## src/rtl/pgw_pkg.sv

```systemverilog
package pgw_pkg;
  typedef enum logic [1:0] {
    ST_IDLE = 2'd0,
    ST_LOAD = 2'd1,
    ST_PROG = 2'd2
  } pgw_state_e;
endpackage

```

## src/rtl/pgw_page_buf.sv

```systemverilog
module pgw_page_buf #(
  parameter int unsigned PAGE_W = 6,
  parameter int unsigned DATA_W = 8
) (
  input  logic              clk_i,
  input  logic              rst_ni,
  input  logic              clr_i,
  input  logic              we_i,
  input  logic [PAGE_W-1:0] waddr_i,
  input  logic [DATA_W-1:0] wdata_i,
  input  logic [PAGE_W-1:0] raddr_i,
  output logic [DATA_W-1:0] rdata_o,
  output logic              rvalid_o,
  output logic              any_o
);
  localparam int unsigned DEPTH = 1 << PAGE_W;

  logic [DATA_W-1:0] mem_q [DEPTH];
  logic [DEPTH-1:0]  mask_q;

  always_ff @(posedge clk_i) begin
    if (we_i) mem_q[waddr_i] <= wdata_i;
  end

  always_ff @(posedge clk_i or negedge rst_ni) begin
    if (!rst_ni)    mask_q <= '0;
    else if (clr_i) mask_q <= '0;
    else if (we_i)  mask_q[waddr_i] <= 1'b1;
  end

  assign rdata_o  = mem_q[raddr_i];
  assign rvalid_o = mask_q[raddr_i];
  assign any_o    = |mask_q;

  // a fresh command must start from an empty mask
  AST_CLR_EMPTIES: assert property (@(posedge clk_i) disable iff (!rst_ni)
    clr_i |=> !any_o) else $error("mask not cleared");
endmodule

```

## src/rtl/pgw_timer.sv

```systemverilog
module pgw_timer #(
  parameter int unsigned TWC_CYCLES = 250000,
  localparam int unsigned CW = $clog2(TWC_CYCLES + 1)
) (
  input  logic          clk_i,
  input  logic          rst_ni,
  input  logic          start_i,
  input  logic          run_i,
  output logic [CW-1:0] cnt_o,
  output logic          done_o
);
  localparam logic [CW-1:0] LAST = CW'(TWC_CYCLES - 1);

  logic [CW-1:0] cnt_q;

  always_ff @(posedge clk_i or negedge rst_ni) begin
    if (!rst_ni)       cnt_q <= '0;
    else if (start_i)  cnt_q <= '0;
    else if (run_i)    cnt_q <= cnt_q + 1'b1;
  end

  assign cnt_o  = cnt_q;
  assign done_o = run_i && (cnt_q == LAST);

  AST_CNT_BOUND: assert property (@(posedge clk_i) disable iff (!rst_ni)
    run_i |-> cnt_q <= LAST) else $error("timer overrun");
endmodule

```

## src/rtl/page_write_engine.sv

```systemverilog
module page_write_engine
  import pgw_pkg::*;
#(
  parameter int unsigned ADDR_W     = 15,
  parameter int unsigned PAGE_W     = 6,
  parameter int unsigned DATA_W     = 8,
  parameter int unsigned TWC_CYCLES = 250000
) (
  input  logic              clk_i,
  input  logic              rst_ni,
  input  logic              wr_start_i,
  input  logic [ADDR_W-1:0] wr_addr_i,
  input  logic              wel_i,
  input  logic              byte_vld_i,
  input  logic [DATA_W-1:0] byte_i,
  input  logic              cs_rise_i,
  input  logic              bit_aligned_i,
  output logic [ADDR_W-1:0] chk_addr_o,
  input  logic              chk_prot_i,
  output logic              busy_o,
  output logic              wel_clr_o,
  output logic              arr_we_o,
  output logic [ADDR_W-1:0] arr_addr_o,
  output logic [DATA_W-1:0] arr_data_o
);
  localparam int unsigned PAGE = 1 << PAGE_W;
  localparam int unsigned HI_W = ADDR_W - PAGE_W;
  localparam int unsigned CW   = $clog2(TWC_CYCLES + 1);

  pgw_state_e        state_q, state_d;
  logic [HI_W-1:0]   page_q;
  logic [PAGE_W-1:0] off_q;
  logic              clr_q;

  logic              accept, buf_we, buf_clr, buf_any, buf_rvalid;
  logic [DATA_W-1:0] buf_rdata;
  logic              tmr_start, tmr_done;
  logic [CW-1:0]     tmr_cnt;
  logic              walk_act;
  logic [PAGE_W-1:0] walk_off;

  assign accept  = (state_q == ST_IDLE) && wr_start_i && wel_i;
  assign buf_clr = accept;
  assign buf_we  = (state_q == ST_LOAD) && byte_vld_i;

  always_comb begin
    state_d   = state_q;
    tmr_start = 1'b0;
    unique case (state_q)
      ST_IDLE: if (accept) state_d = ST_LOAD;
      ST_LOAD: if (cs_rise_i) begin
        if (bit_aligned_i && buf_any) begin
          state_d   = ST_PROG;
          tmr_start = 1'b1;
        end else begin
          state_d = ST_IDLE;
        end
      end
      ST_PROG: if (tmr_done) state_d = ST_IDLE;
      default: state_d = ST_IDLE;
    endcase
  end

  always_ff @(posedge clk_i or negedge rst_ni) begin
    if (!rst_ni) begin
      state_q <= ST_IDLE;
      page_q  <= '0;
      off_q   <= '0;
      clr_q   <= 1'b0;
    end else begin
      state_q <= state_d;
      clr_q   <= (state_q == ST_PROG) && tmr_done;
      if (accept) begin
        page_q <= wr_addr_i[ADDR_W-1:PAGE_W];
        off_q  <= wr_addr_i[PAGE_W-1:0];
      end else if (buf_we) begin
        off_q  <= off_q + 1'b1; // wraps inside the page
      end
    end
  end

  pgw_page_buf #(.PAGE_W(PAGE_W), .DATA_W(DATA_W)) u_buf (
    .clk_i   (clk_i),
    .rst_ni  (rst_ni),
    .clr_i   (buf_clr),
    .we_i    (buf_we),
    .waddr_i (off_q),
    .wdata_i (byte_i),
    .raddr_i (walk_off),
    .rdata_o (buf_rdata),
    .rvalid_o(buf_rvalid),
    .any_o   (buf_any)
  );

  pgw_timer #(.TWC_CYCLES(TWC_CYCLES)) u_tmr (
    .clk_i  (clk_i),
    .rst_ni (rst_ni),
    .start_i(tmr_start),
    .run_i  (state_q == ST_PROG),
    .cnt_o  (tmr_cnt),
    .done_o (tmr_done)
  );

  // commit walk uses the first PAGE cycles of the timed window
  assign walk_off = tmr_cnt[PAGE_W-1:0];
  assign walk_act = (state_q == ST_PROG) && (tmr_cnt < CW'(PAGE));

  assign chk_addr_o = {page_q, walk_off};
  assign arr_addr_o = {page_q, walk_off};
  assign arr_data_o = buf_rdata;
  assign arr_we_o   = walk_act && buf_rvalid && !chk_prot_i;
  assign busy_o     = (state_q == ST_PROG);
  assign wel_clr_o  = clr_q;

  AST_WE_IN_BUSY: assert property (@(posedge clk_i) disable iff (!rst_ni)
    arr_we_o |-> busy_o) else $error("write outside busy");
  AST_CLR_AFTER_BUSY: assert property (@(posedge clk_i) disable iff (!rst_ni)
    $fell(busy_o) |-> wel_clr_o) else $error("no latch clear");
  AST_CLR_ONE_CYCLE: assert property (@(posedge clk_i) disable iff (!rst_ni)
    wel_clr_o |=> !wel_clr_o) else $error("clear pulse too long");
  AST_ABORT_UNALIGNED: assert property (@(posedge clk_i) disable iff (!rst_ni)
    (state_q == ST_LOAD) && cs_rise_i && !bit_aligned_i |=> !busy_o)
    else $error("unaligned release started programming");
  AST_BUSY_HOLDS: assert property (@(posedge clk_i) disable iff (!rst_ni)
    busy_o && !tmr_done |=> busy_o) else $error("busy dropped early");
  AST_PAGE_FROZEN: assert property (@(posedge clk_i) disable iff (!rst_ni)
    busy_o |=> $stable(page_q)) else $error("page changed while busy");
endmodule

```

## config.mk

```make
export PLATFORM = sky130hd
export DESIGN_NAME = page_write_engine
export DESIGN_NICKNAME = d
export VERILOG_FILES = /design/src/rtl/pgw_pkg.sv /design/src/rtl/pgw_page_buf.sv /design/src/rtl/pgw_timer.sv /design/src/rtl/page_write_engine.sv
export SDC_FILE = /design/constraint.sdc
export NUM_CORES = 1
export LEC_CHECK = 0
export ABC_AREA = 0
export BUFFER_PORTS_ARGS = -buffer_cell sky130_fd_sc_hd__clkbuf_2
export CAP_MARGIN = 15
export CORE_UTILIZATION = 30
export CTS_CLUSTER_SIZE = 40
export DETAILED_ROUTE_END_ITERATION = 10
export SLEW_MARGIN = 15
export SYNTH_ARGS = -nofsm -noshare
export SYNTH_HDL_FRONTEND = slang
export SYNTH_SLANG_ARGS = --single-unit
```

## constraint.sdc

```tcl
create_clock -name clk_i -period 2.8 [get_ports clk_i]
set_clock_uncertainty 0.05 [all_clocks]
set_input_delay 0.14 -clock clk_i [delete_from_list [all_inputs] [get_ports clk_i]]
set_output_delay 0.14 -clock clk_i [all_outputs]
set_load 0.005 [all_outputs]
```

==> out/results.tsv, run 1 <==
metric	value	unit
startpoint_type	register	
finalSetupViolations	9	
cts-root-buf	clkbuf_16	
crit_required	2.61	ns
place_ws	-0.431	ns
grt_pass1_vias	13800	
outcome	finished with violations	
area_growth	22.9	%
finalHoldViolCount	0	
die-area	82700	um^2
cts_tree	yes	
cp_max_fo	12	
avgSynthCellArea	18.9	um^2
max-cap-violations	0	
n_fill_cell	7368	
ioPinCount	72	
relSlewSlack	26.9	%
num_rows	104	
cts_buffers	67	
dr.pass1.iters	8	
track_usage	15.2	%
drcViolationCount	16	
path_clk_slew	0.06	ns
h-tree-depth	3	
start_util	30.3	%
fin_util	37.3	%
fp.dieW	288	um
register_area	17900	um^2
p_comb_share	31.1	%
clockBufferDepth	3	
rsz0062_at_grt	true	
power.density	955	nW/um^2
post_drt_wl_per_cell	23.5	um
gp_congestion	0.842	
synth_edf_count	512	
ys_seq_area_share	73.0	%
grt_max_degree	68	
slew_viol_final	0	
finalCriticalPeriod	3.31	ns
synth_ff_type	edfxtp_1	
ys_warn_count	0	
multiInputGateArea	6300	um^2
syn_area	24500	um^2
switchingPower	8.63	mW
viasPerCell	5.06	
p_sw_share	30.0	%
p_seq_share	37.8	%
violations	design-rule violations, negative setup slack	
power	28.7	mW
netlist_instances	1292	
ir_drop	0.412	mV
num_vias	13400	
drive_gt1_share	34.3	%
grt_antenna_before_repair	6	
worstMarginPinSlew	1.10	ns
drtIter0Drc	1101	
crit_arrival	3.12	ns
grt_pass1_wl	91900	um
core	80700	um^2
syn-num-nets	1325	
path_class	register to output port	
finalCritPeriodShare	118	%
synth_cell_types	53	
synth-seq-cells	612	
hpwlAfterDp	38500	um
routed_wl	62500	um
ant_nets	0	
gr-total-overflow	0	
layout_setup_ws	-0.510	ns
hold_path.class	input pin to register	
insertion_delay	0.60	ns
power.leakage	10.4	nW
nNetsFinal	1575	
max_freq	302	MHz
async_reset_ff_share	16.3	%
die_h	288	um
p_clk_share	31.1	%
port_buffers	71	
clock_sinks	612	
p_int	20.1	mW
cp-end-kind	output port	
[cell usage after synthesis (5+ instances only)]
cell,instances,area (um^2)
nor2b_1,14,87.6
o22ai_1,5,31.3
nor4_1,19,119
buf_4,29,218
nand2b_1,6,37.5
o21ai_0,9,45.0
xnor2_1,14,123
dfrtp_1,100,2500
a211oi_1,6,45.0
buf_2,15,75.1
mux4_2,157,3540
nor3_1,14,70.1
buf_6,6,67.6
nor2_1,101,379
mux2_2,10,113
clkbuf_1,33,124
a22oi_1,10,75.1
nand4_1,9,56.3
edfxtp_1,512,15400
nand3_1,14,70.1
nand2_1,65,244
o21a_1,64,480
a21oi_1,8,40.0
mux2i_1,11,110
inv_1,7,26.3
nand3b_1,5,37.5
[layout make-up]
type	count	area share, %
Antenna cell	1	0.00832
Clock buffer	84	6.03
Clock inverter	37	1.36
Inverter	9	0.112
Multi-Input combinational cell	586	20.9
Sequential cell	612	59.5
Tap cell	1060	4.41
Timing Repair Buffer	266	7.67
[worst paths after layout]
| kind | from | endpoint | slack (ns) | cells after the start |
|---|---|---|---|---|
| min reg2reg | u_buf.mask_q[3]$_DFFE_PN0P_ | u_buf.mask_q[3]$_DFFE_PN0P_ | 0.46 | 1 |
| max reg2reg | state_q[0]$_DFFE_PN0P_ | u_buf.mem_q[23][4]$_DFFE_PP_ | 0.26 | 6 |
| max | u_tmr.cnt_o[0]$_DFFE_PN0P_ | arr_data_o[5] | -0.51 | 7 |
| max in group asynchronous | rst_ni | page_q[4]$_DFFE_PN0P_ | 1.79 | 3 |
| min in group asynchronous | rst_ni | u_tmr.cnt_o[14]$_DFFE_PN0P_ | 0.10 | 2 |
| min | wel_i | page_q[5]$_DFFE_PN0P_ | 0.04 | 4 |
[layer usage]
| layer | vias to the layer above | global-route usage (%) | part of all wire, % |
|---|---|---|---|
| met2 | 510 | 23.8 | 47 |
| met4 | 8 | 5.81 | 3.3 |
| met3 | 133 | 3.91 | 7.3 |
| li1 | 5703 | - | - |
| met1 | 7085 | 20.1 | 43 |
| met5 | - | 0 | 0.077 |
[state kept, by name (all words and copies together) (netlist names)]
name,count
off_q,6
wel_clr_o,1
u_buf.mask_q,64
u_tmr.cnt_o,18
page_q,9
state_q,2
u_buf.mem_q,512
[through the flow]
stage                     hold WS, ns  std cells  instance area [um^2]  TNS [ns]
final                          0.0363       2655                 30100     -4.05
after global routing           0.0507       2655                 30100     -4.91
after CTS                     0.00359       2643                 29900     -4.35
after detailed placement        0.198       2480                 26900    -0.586
after global placement          0.190       2480                 26900    -0.614
after floorplan                -0.206       1292                 24500         0
[logic make-up (layout without fill, tap and decap cells)]
kind of cell	Yosys count	after routing	share of synthesized area [%]
flops	612	612	73.0
simple gates	261	261	4.91
mux	178	178	15.4
compound gates	127	127	3.81
buf+inv	94	396	2.15
xor+xnor	18	18	0.644
fa+ha+maj	2	2	0.102
other cells	0	1	0
[repair_timing]
item / CTS / global route
setup buffers: 13 / 12
endpoints found under the hold margin: 85 / 0
gates cloned: 5 / 0
hold buffers: 24 / 0
resized for setup: 44 / 22
endpoints found under the setup margin: 9 / 9
pin swaps: 4 / 3
[power groups by stage]
stage	combinational, mW	sequential [mW]	clock [mW]
floorplan	4.95	10.7	0
finish	8.95	10.9	8.93
global route	9.49	10.9	9.41
global placement	7.55	11.0	0
CTS	8.64	10.9	9.12
detailed placement	7.61	11.0	0
[worst max-delay path, cell delays in order (launching register included)]
cell      delay [ns]
dfrtp_4         0.52
buf_16          0.20
buf_8           0.17
mux4_2          0.50
mux4_2          0.48
nand2_1         0.16
o211ai_1        0.25
buf_2           0.22
[placed cells by master, fill, tap and decap left out, drive strengths merged, types with 15 or more instances in the layout]
cell	count
clkbuf	153
nor4	19
nor2	101
buf	171
dfrtp	100
nand2	65
mux4	157
dlygate4sd3	24
clkinv	20
o21a	64
inv	15
edfxtp	512
No activity file was read; power rests on OpenSTA's default activity.
==> run 2: changes to the inputs <==
BUFFER_PORTS_ARGS = -buffer_cell sky130_fd_sc_hd__buf_4   (was -buffer_cell sky130_fd_sc_hd__clkbuf_2)
CTS_BUF_LIST = sky130_fd_sc_hd__clkbuf_4 sky130_fd_sc_hd__clkbuf_8   (was default)
==> out/results.tsv, run 2 (synthesized netlist as in run 1, its figures left out) <==
metric	value	unit	change
p_int	19.7	mW	-2.0%
die-area	82700	um^2	unchanged
power	28.4	mW	-1.2%
num_rows	104		unchanged
power.density	932	nW/um^2	-2.4%
p_seq_share	38.3	%	+0.5 points
final_common_cell	edfxtp_1		
drtIter0Drc	1122		+1.9%
rsz0062_at_grt	true		
track_usage	15.4	%	+0.19 points
timing.rr.start	state_q[1]$_DFFE_PN0P_		
switchingPower	8.68	mW	+0.62%
start_util	30.3	%	unchanged
p_sw_share	30.6	%	+0.55 points
max_freq	295	MHz	-2.4%
finalCritPeriodShare	121	%	+2.9 points
dr.pass1.iters	10		+2
holdWs	0.0350	ns	-0.00124 ns
cts_buffers	99		+48%
max-cap-violations	0		unchanged
crit_arrival	3.20	ns	+0.08 ns
slew_viol_final	0		unchanged
h-tree-depth	3		unchanged
grt_max_degree	69		+1.5%
largest_reg_flops	512		unchanged
hpwlAfterDp	39500	um	+2.7%
drcViolationCount	14		-2
num_vias	13600		+1.4%
path_clk_slew	0.06	ns	about the same
routed_wl	62900	um	+0.79%
cts-root-buf	clkbuf_8		
layout_setup_ws	-0.591	ns	-0.0812 ns
outcome	finished with violations		
finalSetupViolations	9		unchanged
cts_tree	yes		
post_drt_wl_per_cell	23.0	um	-2.1%
insertion_delay	0.69	ns	+0.09 ns
nNetsFinal	1623		+3.0%
crit_required	2.61	ns	about the same
cp_max_fo	8		-4
crit_start	u_tmr.cnt_o[0]$_DFFE_PN0P_		
clockBufferDepth	3		unchanged
largest_register	u_buf.mem_q		
viasPerCell	4.99		-1.5%
n_fill_cell	7380		+0.16%
ir_drop	0.400	mV	-3.1%
grt_pass1_wl	93700	um	+2.0%
violations	design-rule violations, negative setup slack		
gr-total-overflow	0		unchanged
finalCriticalPeriod	3.39	ns	+0.0812 ns
die_h	288	um	unchanged
grt_antenna_before_repair	5		-1
multiInputGateArea	6370	um^2	+1.1%
hold_path.class	input pin to asynchronous set/reset pin		
worstMarginPinSlew	0.898	ns	-0.198 ns
finalHoldViolCount	0		unchanged
drive_gt1_share	37.1	%	+2.8 points
clock_sinks	612		unchanged
port_buffers	71		unchanged
fp.dieW	288	um	unchanged
endpoint	arr_data_o[4]		
timing.rr.end	off_q[5]$_DFFE_PN0P_		
cp-end-kind	output port		
ioPinCount	72		unchanged
p_clk_share	28.1	%	-3.0 points
power.leakage	10.5	nW	+1.8%
area_growth	24.4	%	
grt_pass1_vias	14100		+2.2%
path_class	register to output port		
reg2reg_setup_slack	0.14	ns	-0.12 ns
register_area	17900	um^2	about the same
relSlewSlack	40.2	%	+13 points
rr_worst_depth	8		+2
mostFrequentLayoutCells	512 x edfxtp_1, 192 x buf_4, 157 x mux4_2		
gp_congestion	0.841		about the same
fin_util	37.7	%	+0.46 points
startpoint_type	register		
core	80700	um^2	unchanged
p_comb_share	33.5	%	+2.4 points
ant_nets	0		unchanged
==> run 2: changes by cell type in the layout (fill, tap and decap cells not counted), moves of 5 or more <==
cell / delta
buf_12: +6
buf_4: +55
buf_6: +5
bufinv_16: -5
clkbuf_1: -12
clkbuf_16: -67
clkbuf_2: -69
clkbuf_4: +34
clkbuf_8: +113
dlygate4sd3_1: +18
==> run 2: what timing repair did <==
item,4_1_cts,5_1_grt
gates resized for setup,51,44
hold buffers,42,0
pin swaps,7,19
cloned,4,2
endpoints found under the setup margin,9,10
hold endpoints to repair,596,0
buffers inserted,18,7
==> run 2: how the worst min path moves through the flow <==
stage,slack (ns),to,startpoint,cells after the start
6_report,0.04,u_tmr.cnt_o[13]$_DFFE_PN0P_,rst_ni,2
5_1_grt,0.08,u_tmr.cnt_o[12]$_DFFE_PN0P_,rst_ni,2
4_1_cts,0.02,u_tmr.cnt_o[5]$_DFFE_PN0P_,rst_ni,2
3_5_place_dp,0.25,u_tmr.cnt_o[13]$_DFFE_PN0P_,rst_ni,1
3_3_place_gp,0.23,u_tmr.cnt_o[10]$_DFFE_PN0P_,rst_ni,1
2_1_floorplan,-0.21,off_q[0]$_DFFE_PN0P_,rst_ni,0
==> run 2: metal layers <==
metal  part of all wire (%)  GRT usage [%]
met1                     42           20.3
met2                     47           24.1
met3                    8.4           4.47
met4                    3.0           5.33
met5                  0.038              0
==> run 2: per-stage QoR <==
step | instance area [um^2] | setup WS [ns] | std cells | setup TNS [ns]
CTS | 30100 | -0.667 | 2721 | -5.68
global placement | 27100 | -0.165 | 2478 | -0.165
floorplan | 24500 | 0.591 | 1292 | 0
global route | 30500 | -0.689 | 2732 | -5.84
detailed placement | 27100 | -0.241 | 2478 | -0.241
finish | 30500 | -0.591 | 2732 | -5.01
==> run 2: layout make-up <==
cell class | count | share of cell area, %
clock inverters | 30 | 0.744
well taps | 1060 | 4.35
multi-input cells | 586 | 20.9
repair buffers | 282 | 9.02
diodes | 3 | 0.0247
clock buffers | 150 | 6.08
flip-flops and latches | 612 | 58.7
inverters | 9 | 0.111
==> run 2: worst max-delay path, cell delays in order, from the launching register on <==
cell and delay [ns]:
dfrtp_4 0.51, buf_12 0.16, buf_12 0.12, buf_16 0.14, mux4_2 0.44, mux4_2 0.52, a22oi_1 0.19, buf_4 0.20
nand3_2 0.09, buf_6 0.12
==> run 2: power by group through the flow <==
stage | clock network [mW] | logic (mW) | registers [mW]
after floorplan | 0 | 4.95 | 10.7
after global placement | 0 | 7.88 | 11.0
after detailed placement | 0 | 7.92 | 11.0
after CTS | 8.18 | 8.98 | 10.9
after global routing | 8.55 | 10.1 | 10.9
final | 7.98 | 9.52 | 10.9
